**src/rtl/ssl_pkg.sv**
```systemverilog
package ssl_pkg;
  typedef struct packed {
    logic tdd;
    logic ext;
  } ssl_cfg_t;

  localparam ssl_cfg_t SSL_CFG_RST = '{tdd: 1'b0, ext: 1'b0};
endpackage

```
**src/rtl/ssl_frame_counter.sv**
```systemverilog
module ssl_frame_counter
  import ssl_pkg::*;
#(
  parameter int SLOTS     = 20,
  parameter int NSYM_NORM = 7,
  parameter int NSYM_EXT  = 6,
  localparam int SLOT_W   = $clog2(SLOTS),
  localparam int SYM_W    = $clog2(NSYM_NORM)
) (
  input  logic              clk_i,
  input  logic              rst_ni,
  input  logic              tick_i,
  input  logic              frame_start_i,
  input  ssl_cfg_t          cfg_i,
  output logic [SLOT_W-1:0] slot_q_o,
  output logic [SYM_W-1:0]  sym_q_o,
  output ssl_cfg_t          cfg_q_o,
  output logic [SLOT_W-1:0] slot_d_o,
  output logic [SYM_W-1:0]  sym_d_o,
  output ssl_cfg_t          cfg_d_o
);
  localparam logic [SYM_W-1:0]  LAST_NORM = SYM_W'(NSYM_NORM - 1);
  localparam logic [SYM_W-1:0]  LAST_EXT  = SYM_W'(NSYM_EXT - 1);
  localparam logic [SLOT_W-1:0] LAST_SLOT = SLOT_W'(SLOTS - 1);

  logic [SLOT_W-1:0] slot_q, slot_d;
  logic [SYM_W-1:0]  sym_q, sym_d;
  ssl_cfg_t          cfg_q, cfg_d;
  logic [SYM_W-1:0]  last_sym;

  assign last_sym = cfg_q.ext ? LAST_EXT : LAST_NORM;

  always_comb begin
    slot_d = slot_q;
    sym_d  = sym_q;
    cfg_d  = cfg_q;
    if (frame_start_i) begin
      slot_d = '0;
      sym_d  = '0;
      cfg_d  = cfg_i;
    end else if (tick_i) begin
      if (sym_q == last_sym) begin
        sym_d  = '0;
        slot_d = (slot_q == LAST_SLOT) ? '0 : slot_q + 1'b1;
      end else begin
        sym_d = sym_q + 1'b1;
      end
    end
  end

  always_ff @(posedge clk_i or negedge rst_ni) begin
    if (!rst_ni) begin
      slot_q <= '0;
      sym_q  <= '0;
      cfg_q  <= SSL_CFG_RST;
    end else begin
      slot_q <= slot_d;
      sym_q  <= sym_d;
      cfg_q  <= cfg_d;
    end
  end

  assign slot_q_o = slot_q;
  assign sym_q_o  = sym_q;
  assign cfg_q_o  = cfg_q;
  assign slot_d_o = slot_d;
  assign sym_d_o  = sym_d;
  assign cfg_d_o  = cfg_d;

  assert_slot_range_R3: assert property (@(posedge clk_i) disable iff (!rst_ni)
    32'(slot_q) < SLOTS);
  assert_sym_range_R2: assert property (@(posedge clk_i) disable iff (!rst_ni)
    sym_q <= last_sym);
  assert_hold_no_tick_R2: assert property (@(posedge clk_i) disable iff (!rst_ni)
    (!tick_i && !frame_start_i) |=> ($stable(slot_q) && $stable(sym_q)));
  assert_frame_start_R4: assert property (@(posedge clk_i) disable iff (!rst_ni)
    frame_start_i |=> (slot_q == '0 && sym_q == '0));
  assert_cfg_frozen_R5: assert property (@(posedge clk_i) disable iff (!rst_ni)
    !frame_start_i |=> $stable(cfg_q));
endmodule

```
**src/rtl/ssl_sync_decoder.sv**
```systemverilog
module ssl_sync_decoder
  import ssl_pkg::*;
#(
  parameter int SLOTS        = 20,
  parameter int NSYM_NORM    = 7,
  parameter int NSYM_EXT     = 6,
  parameter int TDD_SSS_SLOT = 1,
  parameter int TDD_PSS_SLOT = 2,
  parameter int TDD_PSS_SYM  = 2,
  localparam int SLOT_W      = $clog2(SLOTS),
  localparam int SYM_W       = $clog2(NSYM_NORM)
) (
  input  logic [SLOT_W-1:0] slot_i,
  input  logic [SYM_W-1:0]  sym_i,
  input  ssl_cfg_t          cfg_i,
  output logic              pss_o,
  output logic              sss_o
);
  localparam int HALF = SLOTS / 2;
  localparam logic [SLOT_W-1:0] HALF_W    = SLOT_W'(HALF);
  localparam logic [SYM_W-1:0]  LAST_NORM = SYM_W'(NSYM_NORM - 1);
  localparam logic [SYM_W-1:0]  LAST_EXT  = SYM_W'(NSYM_EXT - 1);

  logic [SLOT_W-1:0] rel_slot;
  logic [SYM_W-1:0]  last_sym;

  // Both half-frames carry the same pattern, so decode relative to the half
  assign rel_slot = (slot_i >= HALF_W) ? slot_i - HALF_W : slot_i;
  assign last_sym = cfg_i.ext ? LAST_EXT : LAST_NORM;

  always_comb begin
    if (cfg_i.tdd) begin
      pss_o = (rel_slot == SLOT_W'(TDD_PSS_SLOT)) && (sym_i == SYM_W'(TDD_PSS_SYM));
      sss_o = (rel_slot == SLOT_W'(TDD_SSS_SLOT)) && (sym_i == last_sym);
    end else begin
      pss_o = (rel_slot == '0) && (sym_i == last_sym);
      sss_o = (rel_slot == '0) && (sym_i == last_sym - 1'b1);
    end
  end
endmodule

```
**src/rtl/sync_symbol_locator.sv**
```systemverilog
module sync_symbol_locator
  import ssl_pkg::*;
#(
  parameter int SLOTS     = 20,
  parameter int NSYM_NORM = 7,
  parameter int NSYM_EXT  = 6,
  localparam int SLOT_W   = $clog2(SLOTS),
  localparam int SYM_W    = $clog2(NSYM_NORM)
) (
  input  logic              clk_i,
  input  logic              rst_ni,
  input  logic              sym_tick_i,
  input  logic              frame_start_i,
  input  logic              tdd_mode_i,
  input  logic              ext_cp_i,
  output logic [SLOT_W-1:0] slot_o,
  output logic [SYM_W-1:0]  symbol_o,
  output logic              pss_o,
  output logic              sss_o,
  output logic              half_frame_o
);
  localparam logic [SLOT_W-1:0] HALF_W = SLOT_W'(SLOTS / 2);

  ssl_cfg_t          cfg_in, cfg_q, cfg_d;
  logic [SLOT_W-1:0] slot_d;
  logic [SYM_W-1:0]  sym_d;
  logic              pss_d, sss_d, pss_q, sss_q;

  assign cfg_in = '{tdd: tdd_mode_i, ext: ext_cp_i};

  ssl_frame_counter #(.SLOTS(SLOTS), .NSYM_NORM(NSYM_NORM), .NSYM_EXT(NSYM_EXT)) u_cnt (
    .clk_i, .rst_ni,
    .tick_i(sym_tick_i), .frame_start_i,
    .cfg_i(cfg_in),
    .slot_q_o(slot_o), .sym_q_o(symbol_o), .cfg_q_o(cfg_q),
    .slot_d_o(slot_d), .sym_d_o(sym_d), .cfg_d_o(cfg_d)
  );

  // Decode the upcoming position so registered strobes line up with the counters
  ssl_sync_decoder #(.SLOTS(SLOTS), .NSYM_NORM(NSYM_NORM), .NSYM_EXT(NSYM_EXT)) u_dec (
    .slot_i(slot_d), .sym_i(sym_d), .cfg_i(cfg_d),
    .pss_o(pss_d), .sss_o(sss_d)
  );

  always_ff @(posedge clk_i or negedge rst_ni) begin
    if (!rst_ni) begin
      pss_q <= 1'b0;
      sss_q <= 1'b0;
    end else begin
      pss_q <= pss_d;
      sss_q <= sss_d;
    end
  end

  assign pss_o        = pss_q;
  assign sss_o        = sss_q;
  assign half_frame_o = (slot_o >= HALF_W);

  assert_strobe_excl_R11: assert property (@(posedge clk_i) disable iff (!rst_ni)
    !(pss_o && sss_o));
  assert_fdd_order_R7: assert property (@(posedge clk_i) disable iff (!rst_ni)
    (!cfg_q.tdd && sss_o && sym_tick_i && !frame_start_i) |=> pss_o);
  assert_tdd_pss_sym_R8: assert property (@(posedge clk_i) disable iff (!rst_ni)
    (cfg_q.tdd && pss_o) |-> (symbol_o == SYM_W'(2)));
  assert_fdd_pss_slot_R6: assert property (@(posedge clk_i) disable iff (!rst_ni)
    (!cfg_q.tdd && pss_o) |-> (slot_o == '0 || slot_o == HALF_W));
endmodule

```
**config.mk**
```make
export PLATFORM = sky130hd
export DESIGN_NAME = sync_symbol_locator
export DESIGN_NICKNAME = d
export VERILOG_FILES = /design/src/rtl/ssl_pkg.sv /design/src/rtl/ssl_frame_counter.sv /design/src/rtl/ssl_sync_decoder.sv /design/src/rtl/sync_symbol_locator.sv
export SDC_FILE = /design/constraint.sdc
export NUM_CORES = 1
export LEC_CHECK = 0
export BUFFER_PORTS_ARGS = -buffer_cell sky130_fd_sc_hd__buf_2
export CORE_AREA = 2 2 57 43
export DETAILED_ROUTE_END_ITERATION = 8
export DIE_AREA = 0 0 59 45
export GPL_ROUTABILITY_DRIVEN = 0
export SETUP_SLACK_MARGIN = 0.02
export SLEW_MARGIN = 20
export SYNTH_ARGS = -nofsm -noshare
export SYNTH_HDL_FRONTEND = slang
export SYNTH_HIERARCHICAL = 1
export SYNTH_SLANG_ARGS = --single-unit
```
**constraint.sdc**
```tcl
create_clock -name clk_i -period 7.2 [get_ports clk_i]
set_clock_uncertainty 0.1 [all_clocks]
set_input_delay 0.72 -clock clk_i [delete_from_list [all_inputs] [get_ports clk_i]]
set_output_delay 0.72 -clock clk_i [all_outputs]
set_load 0.01 [all_outputs]
```
Word-level counts from Yosys, hierarchy flattened:

Index checks and enable logic that the tools add are counted.

* magnitude comparators: 2
* equality and inequality tests: 7
* reductions and logical operators: 5
* add/sub/neg operators: 4
* mux-type cells: 13

Operator list (count)
* $mux 5: 5
* $ge 5x4->1 const B: 2
* $eq 3x3->1: 3
* $mux 3: 3
* $mux 2: 3
* $add 5x1->5 const B: 1
* $eq 5x1->1 const B: 1
* $eq 5x2->1 const B: 1
* $eq 5x5->1 const B: 1
* $logic_not 5->1: 1
* $sub 5x4->5 const B: 1
* $logic_and 1x1->1: 4
* $add 3x1->3 const B: 1
* $eq 3x2->1 const B: 1
* $sub 3x1->3 const B: 1
* $mux 1: 2

* word-level logic and storage cells: 37
* flip-flop bits (word level): 12
* input bits: 6
* output and inout port bits: 11

Longest topological paths before layout:

Gate-level depths: netlist of the first run.

* word-level depth: 10
* depth in mapped cells: 11
* depth with buffers taken out: 11

Modules after synthesis:

Netlist of the first run, hierarchy kept.

Modules (own cells, without submodules)
* ssl_frame_counter: cells an instance 49, times used 1, area an instance 530.5 µm²
* ssl_sync_decoder: cells an instance 33, times used 1, area an instance 211.5 µm²
* sync_symbol_locator: cells an instance 4, times used 1, area an instance 61.3 µm²

Worst setup path before layout of the first run:

No wires, ideal clock.

* path kind: reg2reg
* from: reg u_cnt.sym_q[0] (netlist: u_cnt/sym_q_o[0])
* to: reg pss_q (netlist: pss_o)
* data arrival time: 2.645 ns
* period minus slack after synthesis: 2.856 ns
* cell stages (with the launch flop): 11
* setup slack: 4.344 ns
* data required time: 6.989 ns
* cells stage by stage: dfrtp_1 or3b_4 a21oi_2 mux2i_1 nor2_1 inv_1 ha_1 and2b_1 o21ai_1 a2111o_1 a2111oi_2

* longest elaborated chain between the ends: 9
* elaborated cells on any way between the ends: 18

RTL lines
* start, declared: RTL line ssl_frame_counter.sv:27 `logic [SYM_W-1:0] sym_q, sym_d;`
* start signal, assigned: RTL line ssl_frame_counter.sv:58 `sym_q <= sym_d;`
* $eq 3x3->1 *: RTL line ssl_frame_counter.sv:42 `if (sym_q == last_sym) begin`
* $mux 5 *: RTL line ssl_frame_counter.sv:42
* $mux 5 *: RTL line ssl_frame_counter.sv:41 `end else if (tick_i) begin`
* $mux 5 *: RTL line ssl_frame_counter.sv:37 `if (frame_start_i) begin`
* via slot_d[1]: RTL line sync_symbol_locator.sv:25 `logic [SLOT_W-1:0] slot_d;`
* $sub 5x4->5 / $ge 5x4->1 (equally long branches): RTL line ssl_sync_decoder.sv:28 `assign rel_slot = (slot_i >= HALF_W) ? slot_i - HALF_W : slot_i;`
* $mux 5 *: RTL line ssl_sync_decoder.sv:28
* $eq 5x2->1 / $logic_not 5->1 (equally long branches): RTL line ssl_sync_decoder.sv:33, ssl_sync_decoder.sv:36
* $logic_and 1x1->1 (on tied branches): RTL line ssl_sync_decoder.sv:33, ssl_sync_decoder.sv:36
* $mux 1 *: RTL line ssl_sync_decoder.sv:32 `if (cfg_i.tdd) begin`
* via pss_d: RTL line sync_symbol_locator.sv:27 `logic pss_d, sss_d, pss_q, sss_q;`
* end signal, assigned: RTL line sync_symbol_locator.sv:50 `pss_q <= pss_d;`
* end, declared: RTL line sync_symbol_locator.sv:27

The timed path passes the listed nets; every way through them passes the cells marked *.

Worst setup path after layout of the first run:

Ends and elaborated chain as after synthesis.

==> reports/qor.yml, run 1 <==
slew_violations: 0
ys_ff_latch: 12
numCtsBuffers: 3
ant_nets: 0
wirelength_um: 1750
path_max_fanout: 5
yosys-top-cells-area: "dfrtp_1 37%, mux2i_1 6.2%, nor2_1 5.1%"
synth_fa_ha_area_frac: 0.0467
reg2reg_to: "pss_o$_DFF_PN0_"
path_buf_inv: 1
cts_resized: 0
path_clk_slew_ns: 0.07
drive_gt1_frac: 0.260
htree_levels: 1
initial_core_util: 0.389
min_period_over_period: 0.431
grt_usage: 0.157
yosys.area_share.simple: 0.241
muxShareOfSynthArea: 0.0903
antenna_found_initial: 0
ys.flop_type: "dfrtp_1"
synth_cells: 86
core_mm2: 0.00207
syn_to_final_growth_pct: 16.0
cts_tree: "done"
nFillCells: 211
synth_compound_area_frac: 0.181
outcome: "finished clean"
postSynthNetCount: 95
firstDrtPassIters: 4
p_leak_nw: 0.404
fmax_mhz: 322
relSlewSlack: 0.605
synth_top_area_cell: "dfrtp_1"
fin_nets: 115
dieHeight_um: 45
rsz0062_at_grt: "no"
cts_root_buf: "clkbuf_4"
synth-seq-area-share: 0.374
ioPinCount: 17
critPathTopFamily: "compound AO/OA/AOI/OAI gates"
dr.first_iter.drc_count: 33
reg2regPathDepth: 10
dieWidth_um: 59
grt_max_degree: 13
synth-edff-count: 0
synth_xor_area_frac: 0.0436
place_area_um2: 910
routed-via-count: 676
fin_tns_setup_ns: 0
synthesis.area_um2: 803
seq_area_um2: 300
port_buffers: 16
clockBufferDepth: 2
diodes: 0
setup_violations: 0
crit_path_max_incr_delay_ns: 0.46
tightest_slew_ns: 0.590
yosys_warnings: 6
peakVddDrop_v: 0.0000422
drc_errors: 0
drv_cap: 0
grt_overflow: 0
path_class: "reg2reg"
hpwl_um: 1390
p_per_area_mw_per_mm2: 138
crit_path_end_kind: "register"
clk_latency_ns: 0.26
synth_top_family_by_area: "simple AND/OR/NAND/NOR gates"
rrSetupSlack_ns: 4.10
cp-start-kind: "register"
stdcell_area_um2: 932
cts-hold-fix-buffers: 0
dp_slack_ns: 3.96
syn_avg_cell_area_um2: 9.34
cts_sinks: 12
period_needed_ns: 3.10
worstPathArrival_ns: 3.16
finalHoldViolCount: 0
dieArea_mm2: 0.00266
multi_input_area_um2: 484
crit_chain: "or3b_4, a21oi_2, mux2i_1, nor2_1, inv_1, ha_1, and2b_1, o21ai_1, a2111o_1, a2111oi_2"
postSynth.asyncResetShare: 1.00
post-cts-setup-buffers: 0
setup_ws_ns: 4.10
viasPerCell: 5.28
fin_util: 0.451
hp-class: "in2async"
r2r-start: "u_cnt/sym_q_o[0]$_DFF_PN0_"
synth.top_cell.area_share: 0.374
grt_pass1_wl_um: 3000
std_cell_rows: 14
synth_cell_types: 33
grt_pass1_vias: 612
cp.required_ns: 7.26
slowest_stage: "a2111o_1"
wl_per_cell_um: 13.7
cell type report:
class,count,area share
multi-input cells,69,0.519
well taps,24,0.0322
repair buffers,16,0.0859
clock buffers,3,0.0242
flip-flops and latches,12,0.322
inverters,4,0.0161
metrics by stage:
| step | instances | total power, mW | hold slack (ns) |
|---|---|---|---|
| 3_3_place_gp | 125 | 0.0911 | 0.415 |
| 5_1_grt | 128 | 0.137 | 0.227 |
| 3_5_place_dp | 125 | 0.0914 | 0.423 |
| 2_1_floorplan | 86 | 0.0850 | 0.324 |
| 4_1_cts | 128 | 0.132 | 0.213 |
| 6_report | 128 | 0.129 | 0.220 |
cell families after synthesis:
kind of cell | count (synthesis)
buffers and inverters | 5
AND/OR/NAND/NOR | 36
XOR/XNOR | 4
AO/OA/AOI/OAI | 19
adder cells (fa/ha/maj) | 3
flip-flops | 12
multiplexers | 7
worst max-delay path by stage:
stage	from	endpoint	depth (start not counted)
2_1_floorplan	u_cnt/sym_q_o[0]$_DFF_PN0_	pss_o$_DFF_PN0_	10
3_3_place_gp	sym_tick_i	pss_o$_DFF_PN0_	11
3_5_place_dp	sym_tick_i	pss_o$_DFF_PN0_	11
4_1_cts	u_cnt/sym_q_o[0]$_DFF_PN0_	pss_o$_DFF_PN0_	10
5_1_grt	u_cnt/sym_q_o[0]$_DFF_PN0_	pss_o$_DFF_PN0_	10
6_report	u_cnt/sym_q_o[0]$_DFF_PN0_	pss_o$_DFF_PN0_	10
state kept, by name, indices dropped and copies added, names as in the netlist:
name and cells:
u_cnt/slot_q_o 5, u_cnt/sym_q_o 3, u_cnt/cfg_q_o 2, pss_o 1, sss_o 1
Yosys cell counts (2+ instances only):
master / number
a21oi_1: 6
a31oi_1: 2
dfrtp_1: 12
ha_1: 3
inv_1: 4
mux2_2: 2
mux2i_1: 5
nand2_1: 5
nand2b_1: 3
nand3_1: 4
nand3b_1: 3
nor2_1: 11
nor4_1: 2
o21ai_1: 3
xnor2_1: 3
power breakdown:
part	internal, mW	switching, mW	total, mW	leakage, nW
combinational	0.00775	0.0108	0.0185	0.229
sequential	0.0697	0.00201	0.0717	0.162
clock	0.0193	0.0191	0.0384	0.0138
total	0.0968	0.0319	0.129	0.404
cell usage in the layout, fill, tap and decap left out, drive strengths merged:
cell type and n:
buf 16, dfrtp 12, nor2 11, a21oi 8
nand2 5, mux2i 5, nand3 4, inv 4
o21ai 3, nand2b 3, clkbuf 3, nand3b 3
xnor2 3, ha 3, a31oi 2, mux2 2
nor4 2, or3b 2, or2 2, a211oi 1
nor2b 1, xor2 1, and2b 1, a311oi 1
o211ai 1, or2b 1, a21o 1, a2111o 1
nand4 1, a2111oi 1
layer usage:
metal	global-route usage	part of all wire	up-vias
li1	-	-	353
met1	0.227	0.53	306
met2	0.224	0.43	15
met3	0.0258	0.035	2
met4	0.0818	0.0046	0
met5	0	0	-
No activity file was read; power rests on OpenSTA's default activity.
==> run 2, diff against run 1 <==
--- a/config.mk
+++ b/config.mk
@@ -5,10 +5,11 @@
 export SDC_FILE = /design/constraint.sdc
 export NUM_CORES = 1
 export LEC_CHECK = 0
+export ABC_AREA = 1
 export BUFFER_PORTS_ARGS = -buffer_cell sky130_fd_sc_hd__buf_2
-export CORE_AREA = 2 2 57 43
+export CORE_AREA = 2 2 61 46
 export DETAILED_ROUTE_END_ITERATION = 8
-export DIE_AREA = 0 0 59 45
+export DIE_AREA = 0 0 63 48
 export GPL_ROUTABILITY_DRIVEN = 0
 export SETUP_SLACK_MARGIN = 0.02
 export SLEW_MARGIN = 20
==> constraint.sdc (replaced) <==
create_clock -name clk_i -period 3.2 [get_ports clk_i]
set_clock_uncertainty 0.1 [all_clocks]
set_input_delay 0.32 -clock clk_i [delete_from_list [all_inputs] [get_ports clk_i]]
set_output_delay 0.32 -clock clk_i [all_outputs]
set_load 0.01 [all_outputs]
==> run 2 against run 1 <==
Net effect: sequential share of layout area shrank 4.6 points; synthesized cell count up 67%; count of clock-buffer cells in the layout up 1; critical path type unchanged; critical path depth grew 7.
==> reports/qor.yml, run 2 <==
antenna_found_initial: 0  # unchanged
nFillCells: 264  # +25%
synth.top_cell.area_share: 0.327  # -0.0473
dieArea_mm2: 0.00302  # +14%
final_common_cell: "nand2_1"
synth_cells: 144  # +67%
p_int_uw: 238  # +150%
postSynth.asyncResetShare: 1.00  # unchanged
ys.flop_type: "dfrtp_1"
dieHeight_um: 48  # +6.7%
synth_top_area_cell: "dfrtp_1"
cp-start-kind: "register"
setup_violations: 0  # unchanged
grt_overflow: 0  # unchanged
crit_path_max_incr_delay_ns: 0.41  # -0.05 ns
drv_cap: 0  # unchanged
synthesis.area_um2: 920  # +14%
grt_max_degree: 13  # unchanged
path_buf_inv: 3  # +2
fin_tns_setup_ns: 0  # unchanged
min_period_over_period: 0.751  # +0.320
crit_path_frequent_cell: "nand2_1"
crit_chain: "inv_1, nand2_1, nand2_1, nand3_4, nand2_1, nand2_1, nor2_1, inv_1, ha_1, inv_1, nand2_1, nand2_1, nor2_1, nor2_2, nor2_1, nand3_1, nand2_1"
slowest_stage: "dfrtp_1"
ys_ff_latch: 12  # unchanged
ioPinCount: 17  # unchanged
seq_area_um2: 300  # unchanged
tightest_slew_ns: 0.558  # -0.0315 ns
numCtsBuffers: 3  # unchanged
p_switching_uw: 78.9  # +150%
crit_path_end_kind: "register"
path_max_fanout: 10  # +5
outcome: "finished clean"
yosys-top-cells-area: "dfrtp_1 33%, nand2_1 19%, inv_1 9.0%"
drive_gt1_frac: 0.218  # -0.0414
relSlewSlack: 0.624  # +0.0189
fmax_mhz: 416  # +29%
path_class: "reg2reg"
cts_root_buf: "clkbuf_4"
cp.required_ns: 3.26  # -4.00 ns
synth-seq-area-share: 0.327  # -0.0473
drc_errors: 0  # unchanged
hpwl_um: 1470  # +6.1%
postSynthNetCount: 153  # +61%
p_comb_frac: 0.122  # -0.022
grt_pass1_wl_um: 3220  # +7.1%
synth_most_common_cell: "nand2_1"
core_mm2: 0.00238  # +15%
routed-via-count: 880  # +30%
firstDrtPassIters: 4  # unchanged
p_per_area_mw_per_mm2: 292  # +110%
syn_to_final_growth_pct: 18.4
largest_register_ffs: 5  # unchanged
cts_sinks: 12  # unchanged
netlist_top_cells_count: "46 x nand2_1, 22 x inv_1, 22 x nor2_1, 12 x dfrtp_1, 9 x nand3_1"
place_area_mm2: 0.00104  # +15%
post-cts-setup-buffers: 0  # unchanged
path_clk_slew_ns: 0.08  # about the same
grt_pass1_vias: 764  # +25%
fin_nets: 175  # +52%
grt_usage: 0.138  # -0.0185
hp-class: "in2reg"
clockBufferDepth: 2  # unchanged
critPathTopFamily: "simple AND/OR/NAND/NOR gates"
p_seq_frac: 0.502  # -0.056
cts_tree: "done"
final_cell_mix: "46 x nand2_1, 22 x inv_1, 22 x nor2_1"
slew_violations: 0  # unchanged
fin_hold_ws_ns: 0.265  # +0.0453 ns
dieWidth_um: 63  # +6.8%
diodes: 0  # unchanged
period_needed_ns: 2.40  # -0.699 ns
std_cell_rows: 15  # +1
multi_input_area_um2: 520  # +7.5%
dr.first_iter.drc_count: 17  # -48%
wirelength_um: 1840  # +5.2%
syn_avg_cell_area_um2: 6.39  # -32%
finalHoldViolCount: 0  # unchanged
stdcell_area_mm2: 0.00109  # +17%
swShare: 0.249  # +0.000622
yosys_warnings: 6  # unchanged
port_buffers: 16  # unchanged
peakVddDrop_v: 0.000164  # +290%
p_leak_nw: 0.638  # +58%
initial_core_util: 0.386  # -0.00279
ant_nets: 0  # unchanged
synth-edff-count: 0  # unchanged
power_frac_clock: 0.377  # +0.078
viasPerCell: 4.42  # -16%
synth_cell_types: 20  # -39%
wl_per_cell_um: 9.27  # -32%
rsz0062_at_grt: "no"
htree_levels: 1  # unchanged
clk_latency_ns: 0.27  # about the same
worstPathArrival_ns: 2.47  # -0.69 ns
==> run 2: changes by cell type after synthesis, moves of 3 or more <==
| cell | previous run | this run |
|---|---|---|
| a21oi_1 | 6 | 3 |
| inv_1 | 4 | 22 |
| inv_2 | 0 | 3 |
| mux2i_1 | 5 | 1 |
| nand2_1 | 5 | 46 |
| nand2_2 | 0 | 6 |
| nand2b_1 | 3 | 0 |
| nand3_1 | 4 | 9 |
| nor2_1 | 11 | 22 |
| nor2_2 | 0 | 3 |
| o21ai_0 | 0 | 3 |
| xnor2_1 | 3 | 0 |
==> run 2: worst paths after layout <==
kind | endpoint | depth (start not counted) | slack, ns | start
setup / recovery | pss_o$_DFF_PN0_ | 17 | 0.80 | u_cnt/sym_q_o[0]$_DFF_PN0_
hold / removal | u_cnt/cfg_q_o[1]$_DFF_PN0_ | 3 | 0.27 | tdd_mode_i
setup reg to reg | pss_o$_DFF_PN0_ | 17 | 0.80 | u_cnt/sym_q_o[0]$_DFF_PN0_
hold reg to reg | u_cnt/cfg_q_o[1]$_DFF_PN0_ | 2 | 0.45 | u_cnt/cfg_q_o[1]$_DFF_PN0_
max in group asynchronous | u_cnt/slot_q_o[2]$_DFF_PN0_ | 2 | 2.44 | rst_ni
min in group asynchronous | pss_o$_DFF_PN0_ | 2 | 0.34 | rst_ni
==> run 2: power by group through the flow <==
| stage | Combinational (mW) | Clock [mW] | Sequential [mW] |
|---|---|---|---|
| 2_1_floorplan | 0.0230 | 0 | 0.163 |
| 3_3_place_gp | 0.0376 | 0 | 0.162 |
| 3_5_place_dp | 0.0382 | 0 | 0.162 |
| 4_1_cts | 0.0392 | 0.126 | 0.159 |
| 5_1_grt | 0.0457 | 0.132 | 0.160 |
| 6_report | 0.0387 | 0.119 | 0.159 |
==> run 2: layout make-up <==
class / instances / area share
Tap cell: 34 / 0.0391
Clock buffer: 4 / 0.0333
Inverter: 26 / 0.0908
Sequential cell: 12 / 0.276
Timing Repair Buffer: 17 / 0.0828
Multi-Input combinational cell: 106 / 0.478
==> run 2: cells by family (layout without fill, tap and decap cells) <==
logic type	after synthesis	count (layout)	synth area share
simple gates	92	92	0.448
buf+inv	26	47	0.107
flops	12	12	0.327
compound gates	7	7	0.0381
fa+ha+maj	3	3	0.0408
xor+xnor	3	3	0.0286
mux	1	1	0.0109
==> run 2: worst reg2reg max path: cells and delay by family (launching register included) <==
family | cells | cell delay, ns
fa+ha+maj | 1 | 0.19
buf+inv | 3 | 0.29
flops | 1 | 0.41
simple gates | 13 | 1.32
==> run 2: metal layers <==
| layer | GRT usage | part of all wire |
|---|---|---|
| met5 | 0 | 0 |
| met4 | 0 | 0 |
| met3 | 0.0447 | 0.055 |
| met2 | 0.234 | 0.42 |
| met1 | 0.188 | 0.52 |
==> run 2: metrics by stage <==
step	power [mW]	worst slack (ns)	cells	util
floorplan	0.186	1.04	144	-
global placement	0.200	0.865	194	0.437
detailed placement	0.200	0.814	194	0.437
CTS	0.325	0.783	199	0.457
global route	0.338	0.514	199	0.457
finish	0.317	0.797	199	0.457
==> run 2: timing repair <==
| action | 4_1_cts | 5_1_grt |
|---|---|---|
| endpoints found under the hold margin | 12 | 0 |
| hold buffers | 1 | 0 |
| gates resized for setup | 0 | 0 |
==> run 3, diff against run 2 <==
==> constraint.sdc (replaced) <==
create_clock -name clk_i -period 2.4 [get_ports clk_i]
set_clock_uncertainty 0.1 [all_clocks]
set_input_delay 0.24 -clock clk_i [delete_from_list [all_inputs] [get_ports clk_i]]
set_output_delay 0.24 -clock clk_i [all_outputs]
set_load 0.01 [all_outputs]
==> run 3 against run 2 <==
Net effect: global-route usage up 1.2 points; wire length increased by 12%; power increased by 38%; die area did not move; largest power group unchanged.
==> reports/qor.yml, run 3 (synthesis results as in run 2) <==
drc_errors: 0  # unchanged
routed-via-count: 925  # +5.1%
grt_usage: 0.150  # +0.0120
dieArea_mm2: 0.00302  # unchanged
hp-class: "in2reg"
relSlewSlack: 0.622  # -0.00150
path_class: "reg2reg"
p_leak_nw: 0.662  # +3.8%
grt_max_degree: 13  # unchanged
drive_gt1_frac: 0.285  # +0.0667
final_cell_mix: "44 x nand2_1, 22 x inv_1, 19 x nor2_1"
min_period_over_period: 0.883  # +0.132
grt_overflow: 0  # unchanged
setup_ws_ns: 0.280  # -0.517 ns
outcome: "finished clean"
drv_cap: 0  # unchanged
numCtsBuffers: 3  # unchanged
crit_path_max_incr_delay_ns: 0.41  # about the same
viasPerCell: 4.49  # +1.5%
fmax_mhz: 472  # +13%
cts_root_buf: "clkbuf_4"
dp_slack_ns: 0.0558  # -0.759 ns
worstPathArrival_ns: 2.19  # -0.28 ns
fin_cells: 206  # +3.5%
antenna_found_initial: 0  # unchanged
wl_per_cell_um: 9.99  # +7.8%
crit_chain: "inv_1, nand2_1, nand2_2, nand3_4, nand2_1, nand2_1, nor2_2, inv_1, ha_1, inv_1, nand2_1, nand2_1, nor2_1, nor2_2, nor2_1, nand3_1, nand2_1"
path_clk_slew_ns: 0.08  # about the same
ioPinCount: 17  # unchanged
firstDrtPassIters: 4  # unchanged
cts_sinks: 12  # unchanged
diodes: 0  # unchanged
clk_latency_ns: 0.27  # about the same
dieHeight_um: 48  # unchanged
htree_levels: 1  # unchanged
rrSetupSlack_ns: 0.28  # -0.52 ns
finalHoldViolCount: 0  # unchanged
initial_core_util: 0.386  # unchanged
core_mm2: 0.00238  # unchanged
ant_nets: 0  # unchanged
cp.required_ns: 2.47  # -0.79 ns
tightest_slew_ns: 0.561  # +0.00222 ns
fin_hold_ws_ns: 0.176  # -0.0887 ns
path_max_fanout: 5  # -5
grt_pass1_vias: 785  # +2.7%
dr.first_iter.drc_count: 45  # +28
cp-start-kind: "register"
largest_register_ffs: 5  # unchanged
crit_path_frequent_cell: "nand2_1"
clockBufferDepth: 2  # unchanged
dp_cells: 196  # +1.0%
dieWidth_um: 63  # unchanged
nFillCells: 252  # -4.5%
final_common_cell: "nand2_1"
hpwl_um: 1510  # +2.6%
wirelength_um: 2060  # +12%
fin_nets: 182  # +4.0%
fin_tns_setup_ns: 0  # unchanged
slew_violations: 0  # unchanged
std_cell_rows: 15  # unchanged
port_buffers: 16  # unchanged
setup_violations: 0  # unchanged
syn_to_final_growth_pct: 26.5
cts_tree: "done"
period_needed_ns: 2.12  # -0.283 ns
crit_path_end_kind: "register"
slowest_stage: "dfrtp_1"
finalPower_uw: 437  # +38%
peakVddDrop_v: 0.000217  # +33%
p_per_area_mw_per_mm2: 376  # +29%
rsz0062_at_grt: "no"
grt_pass1_wl_um: 3440  # +6.9%
[run 3: changes by cell type in the layout (fill, tap and decap cells not counted), sizes merged]
cell	previous run	this run
nand3	10	11
buf	16	22
[run 3: power breakdown]
group / switching (mW) / total, mW / internal (mW)
sequential: 0.00420 / 0.212 / 0.208
combinational: 0.0379 / 0.0582 / 0.0203
clock: 0.0749 / 0.167 / 0.0922
total: 0.117 / 0.437 / 0.320
[run 3: final timing paths]
path	depth (start not counted)	end	startpoint
setup reg to reg	17	pss_o$_DFF_PN0_	u_cnt/sym_q_o[0]$_DFF_PN0_
hold / removal	3	u_cnt/cfg_q_o[1]$_DFF_PN0_	tdd_mode_i
max in group asynchronous	2	u_cnt/slot_q_o[0]$_DFF_PN0_	rst_ni
setup / recovery	17	pss_o$_DFF_PN0_	u_cnt/sym_q_o[0]$_DFF_PN0_
hold reg to reg	2	u_cnt/cfg_q_o[1]$_DFF_PN0_	u_cnt/cfg_q_o[1]$_DFF_PN0_
min in group asynchronous	2	pss_o$_DFF_PN0_	rst_ni
[run 3: worst max-delay path: cells and delay by family, from the launching register on]
family                     cells  cell delay (ns)
adders and majority gates      1             0.19
buffers and inverters          3             0.24
DFF                            1             0.41
and+or+nand+nor               13             1.05
[run 3: metal layers]
metal / vias up / global-route usage / part of all wire
li1: 491 / - / -
met1: 413 / 0.201 / 0.50
met2: 21 / 0.257 / 0.44
met3: 0 / 0.0494 / 0.065
met4: 0 / 0 / 0
met5: - / 0 / 0
[run 3: what timing repair did]
action | CTS | global route
gates resized for setup | 0 | 7
hold buffers | 1 | 0
hold endpoints to repair | 12 | 0
buffers inserted | 0 | 4
endpoints found under the setup margin | 0 | 2
[run 3: cell type report]
cell class / instances / area (µm²) / share of cell area
clock buffer: 4 / 36.3 / 0.0312
inverter: 26 / 98.8 / 0.0849
multi-input combinational: 107 / 551 / 0.473
sequential: 12 / 300 / 0.258
tap: 34 / 42.5 / 0.0366
timing repair buffer: 23 / 135 / 0.116
[run 3: through the flow]
stage | util | cell area, µm²
detailed placement | 0.444 | 1060
global route | 0.488 | 1160
floorplan | - | 920
CTS | 0.463 | 1100
global placement | 0.444 | 1060
finish | 0.488 | 1160
